[config.mk]
export PLATFORM = sky130hd
export DESIGN_NAME = tile_slot_ring
export DESIGN_NICKNAME = d
export VERILOG_FILES = /design/src/rtl/tile_slot_ring.sv
export SDC_FILE = /design/constraint.sdc
export NUM_CORES = 1
export LEC_CHECK = 0
export ABC_AREA = 1
export BUFFER_PORTS_ARGS = -buffer_cell sky130_fd_sc_hd__buf_2
export CELL_PAD_IN_SITES_DETAIL_PLACEMENT = 1
export CELL_PAD_IN_SITES_GLOBAL_PLACEMENT = 1
export CORE_ASPECT_RATIO = 0.8
export CORE_UTILIZATION = 44
export CTS_BUF_LIST = sky130_fd_sc_hd__clkbuf_4 sky130_fd_sc_hd__clkbuf_8 sky130_fd_sc_hd__clkbuf_16
export DETAILED_ROUTE_END_ITERATION = 8
export PLACE_DENSITY = 0.83
export SLEW_MARGIN = 40
export SYNTH_ARGS = -nofsm -noshare
export SYNTH_HDL_FRONTEND = slang
export SYNTH_SLANG_ARGS = --single-unit
[constraint.sdc]
create_clock -name clk -period 4.9 [get_ports clk]
set_input_delay 0.49 -clock clk [delete_from_list [all_inputs] [get_ports clk]]
set_output_delay 0.49 -clock clk [all_outputs]
set_load 0.01 [all_outputs]
[src/rtl/tile_slot_ring.sv]
module tile_slot_ring #(
  parameter int MAX_SLOTS = 8,
  parameter int NUM_CONS  = 4,
  parameter int AW        = 16,
  parameter int RST_TILE  = 64,
  localparam int PW = $clog2(MAX_SLOTS),
  localparam int CW = $clog2(NUM_CONS),
  localparam int NW = $clog2(MAX_SLOTS + 1)
) (
  input  logic                clk,
  input  logic                rst_n,
  input  logic                cfg_we,
  input  logic [AW-1:0]       cfg_base,
  input  logic [AW-1:0]       cfg_tile,
  input  logic [PW-1:0]       cfg_slots_m1,
  input  logic [NUM_CONS-1:0] cfg_cons,
  output logic                cfg_ack,
  input  logic                push_req,
  output logic                push_ack,
  output logic [AW-1:0]       push_addr,
  input  logic                xfer_done,
  output logic                prod_landed,
  input  logic                cons_req,
  input  logic                cons_pop,
  input  logic [CW-1:0]       cons_id,
  output logic                cons_ready,
  output logic                cons_stall,
  output logic [AW-1:0]       cons_addr,
  output logic [NW-1:0]       level
);

  typedef enum logic [1:0] {S_EMPTY, S_FILL, S_READY} slot_st_t;

  slot_st_t            st     [MAX_SLOTS];
  logic [NUM_CONS-1:0] done_m [MAX_SLOTS];
  logic [PW-1:0]       rd     [NUM_CONS];
  logic [PW-1:0]       head, tail, fill, nslots_m1;
  logic [AW-1:0]       base, tile;
  logic [NUM_CONS-1:0] regm;

  function automatic logic [PW-1:0] nxt(input logic [PW-1:0] p, input logic [PW-1:0] lim);
    return (p == lim) ? '0 : p + 1'b1;
  endfunction

  logic                full, land, pop_go, rel;
  logic [PW-1:0]       cslot;
  logic [NUM_CONS-1:0] cbit, newm;

  assign full       = (level == NW'(nslots_m1) + NW'(1));
  assign cfg_ack    = cfg_we && (level == '0);
  assign push_ack   = push_req && !full && !cfg_we;
  assign push_addr  = base + AW'(tail) * tile;
  assign land       = xfer_done && (st[fill] == S_FILL);
  assign cslot      = rd[cons_id];
  assign cbit       = NUM_CONS'(1) << cons_id;
  assign cons_ready = regm[cons_id] && (st[cslot] == S_READY) && !done_m[cslot][cons_id];
  assign cons_stall = cons_req && !cons_ready;
  assign cons_addr  = base + AW'(cslot) * tile;
  assign pop_go     = cons_req && cons_pop && cons_ready;
  assign newm       = done_m[cslot] | cbit;
  assign rel        = pop_go && (newm == regm);

  always_comb begin
    prod_landed = 1'b1;
    for (int i = 0; i < MAX_SLOTS; i++)
      if (st[i] == S_FILL) prod_landed = 1'b0;
  end

  always_ff @(posedge clk) begin
    if (!rst_n) begin
      for (int i = 0; i < MAX_SLOTS; i++) begin
        st[i]     <= S_EMPTY;
        done_m[i] <= '0;
      end
      for (int c = 0; c < NUM_CONS; c++) rd[c] <= '0;
      head      <= '0;
      tail      <= '0;
      fill      <= '0;
      nslots_m1 <= PW'(MAX_SLOTS - 1);
      base      <= '0;
      tile      <= AW'(RST_TILE);
      regm      <= '1;
      level     <= '0;
    end else begin
      if (cfg_ack) begin
        base      <= cfg_base;
        tile      <= cfg_tile;
        nslots_m1 <= cfg_slots_m1;
        regm      <= cfg_cons;
        head      <= '0;
        tail      <= '0;
        fill      <= '0;
        for (int c = 0; c < NUM_CONS; c++) rd[c] <= '0;
      end
      if (push_ack) begin
        st[tail] <= S_FILL;
        tail     <= nxt(tail, nslots_m1);
      end
      if (land) begin
        st[fill] <= S_READY;
        fill     <= nxt(fill, nslots_m1);
      end
      if (pop_go) begin
        rd[cons_id] <= nxt(cslot, nslots_m1);
        if (rel) begin
          st[cslot]     <= S_EMPTY;
          done_m[cslot] <= '0;
          head          <= nxt(head, nslots_m1);
        end else begin
          done_m[cslot] <= newm;
        end
      end
      level <= level + NW'(push_ack) - NW'(rel);
    end
  end

endmodule

==> impl_results.md <==
* Total chip power at 4160 uW
* Final ANT Viol Nets at 0
* Crit path kind: primary input to output port
* Fmax achieved at between 200 and 250 MHz
* Initial Util at 45.2%
* Largest family of logic cells by synthesized area: simple AND/OR/NAND/NOR gates
* Via count of the first global-routing pass at 8630
* Fin cells at around 1600
* Drt first pass iters at 5
* CTS max path bufs at 2
* Syn-to-layout area delta at 11.7%
* Gpl congestion at about 0.91
* Placed Instances at 1574
* Mux cell area share after synthesis at 0%
* Warnings from Yosys at 0
* Chip width at 162 um
* Status: complete, no violations
* Final WL at between 20 and 30 mm
* Post-synth EDFFs at 44
* Number of I/O port buffers at between 80 and 90
* Die Area at 21100 sq um
* Pre-CTS setup slack at 0.246 ns
* Initial DRC count at just over 600
* VDD IR max at approximately 0.29 mV
* Top FF cell, synth: dfxtp_1
* Critical Path RT at 4.41 ns
* PwrDens at 413 nW/um^2
* Setup crit start kind: primary input
* Clock root buffer: clkbuf_16
* Placed Instance Area at 9760 sq um
* Final min period at 4.66 ns
* Max Slew Vio Count at 0
* RSZ-0062 raised after global routing: yes
* Avg Cell Area, Syn at 7.28 sq um
* Worst-margin pin slew at a little over 0.8 ns
* Worst setup margin at 0.242 ns
* Yosys top cell by area: dfxtp_1
* Wire length per cell at around 18 um
* CTS tree: built
* Largest net degree at the start of global routing at between 60 and 70
* Yosys reg bits at 112
* Die Height at 130 um
* CTS buffer count at 9
* Via count at between 8000 and 9000
* Final hold vios at 0
* Max_slew headroom at roughly 46%
* Grt total ovfl at 0
* Synth area leaders: dfxtp_1 (15%), edfxtp_1 (15%), fa_1 (12%), nand2_1 (11%), inv_1 (9.7%)
* Final instance area at 10100 sq um
* Core area at about 20000 sq um
* GRT Total Usage at 28.4%
* Clock transition at path regs at about 0.080 ns
* Fraction of layout cells with a size suffix above 1 at 12.5%
* Synth Cell Area at 9020 sq um
* Post-synth top area share at 15.1%
* Synth cell types at between 40 and 50
* Antenna violations before repair at 0
* Asr flop ratio synth at 0%
* # rows at 46
* Leak Pwr at 0.00513 uW
* Clock Latency Late Sink at 0.37 ns
* Synth top cells by count: nand2_1 (265), inv_1 (234), nor2_1 (180)
* Crit path capture type: output port
* Final worst-path cycle share at 95.1%
* Post-Synth Adder-Cell Area at between 10% and 20%
* First-pass GRT wire length at approximately 46 mm
* Seq/Total Area, Yosys at 29.7%
* Synth Area in XOR/XNOR at 4.47%
* DRC viols at 0
* Worst Clk Skew at approximately 0.01 ns
* # diodes at 0
* Max H-tree Level at 3
* Vias/cell at ~5.2
* Top Ports at 89
* Final setup fails at 0
* Setup TNS at 0 ns
* Fin nets at 1467
* Crit-path max FO at 10
* Synth Area in Simple Gates at around a quarter
* CTS Sinks at 112
* Synthesized Nets at 1385
* Synth Instances at 1239
* HPWL after DPL at 22.4 mm
* HP Class: primary input to flip-flop
* Max cap viols at 0
* CP Data Arrival Time at 4.17 ns
* FILL cells at about 2600
* Most frequent cell after synthesis: nand2_1
* Compound-Gate Fraction of Synth Area at 10.2%
[cell families (layout without fill, tap and decap cells)]
group           Yosys count  after routing
compound gates          168            168
simple gates            538            538
xor+xnor                 46             46
flops                   112            112
fa+ha+maj                98             98
buf+inv                 277            364
[metrics by stage]
stage	hold slack, ns	utilization (%)
final	0.340	50.4
after detailed placement	0.520	48.9
after CTS	0.332	50.4
after floorplan	0.471	-
after global routing	0.356	50.4
after global placement	0.507	48.9
[layer usage]
metal / GRT usage [%] / up-vias / share of wire [%]
li1: - / 3997 / -
met1: 38.9 / 4067 / 47
met2: 46.5 / 211 / 46
met3: 4.74 / 36 / 5.4
met4: 8.05 / 0 / 1.7
met5: 0 / - / 0
[cells in the final DEF, fill, tap and decap left out, types with 30 or more instances in the layout]
| cell type | count |
|---|---|
| ha_1 | 43 |
| a21oi_1 | 63 |
| xor2_1 | 30 |
| dfxtp_1 | 67 |
| edfxtp_1 | 44 |
| buf_2 | 88 |
| inv_1 | 234 |
| nor2_1 | 180 |
| o21ai_0 | 66 |
| nand3_1 | 40 |
| fa_1 | 55 |
| nand2_1 | 265 |
[repair_timing]
action	CTS	global route
setup buffers	0	0
gates resized for setup	0	3
hold buffers	0	0
setup endpoints to repair	0	3
[path summary, 6_finish.rpt]
path	startpoint	endpoint	slack [ns]	cells after the start
hold / removal	cfg_cons[1]	regm[1]$_SDFFE_PN1P_	0.34	3
hold reg to reg	base[0]$_SDFFE_PN0P_	base[0]$_SDFFE_PN0P_	0.53	2
setup / recovery	cons_id[0]	cons_addr[13]	0.24	22
setup reg to reg	rd[0][0]$_SDFFCE_PN0P_	level[3]$_SDFF_PN0_	1.27	24
[layout make-up]
type	count	area, sq um	share of cell area, %
Clock buffer	10	239	2.37
Tap cell	264	330	3.28
Multi-Input combinational cell	850	5260	52.2
Timing Repair Buffer	107	583	5.79
Sequential cell	112	2680	26.7
Inverter	241	907	9.01
Clock inverter	6	66.3	0.659
[sequential cells by signal, summed over array words and instances, names as in the netlist, named ones only]
signal	cells
regm	4
done_m	32
nslots_m1	3
tail	3
base	16
st	16
tile	16
fill	3
rd	12
level	4
[report_power, final]
part / internal [uW] / switching [uW]
Clock: 412 / 372
Combinational: 719 / 1380
Sequential: 1130 / 152
Total: 2260 / 1900
[critical path, cell delays in order]
cell,delay [ns]
buf_2,0.23
inv_4,0.10
nand2_2,0.08
nand2_2,0.07
nand2_4,0.08
nand2_4,0.07
inv_2,0.11
nor2_1,0.08
fa_1,0.55
inv_1,0.06
fa_1,0.48
inv_1,0.05
ha_1,0.33
a21o_1,0.21
a21oi_1,0.22
o21ai_1,0.14
a21oi_2,0.18
nor2_1,0.05
nor2_1,0.18
o21ai_0,0.13
xor2_1,0.15
buf_2,0.14
Power figures use the tool's default switching activity.
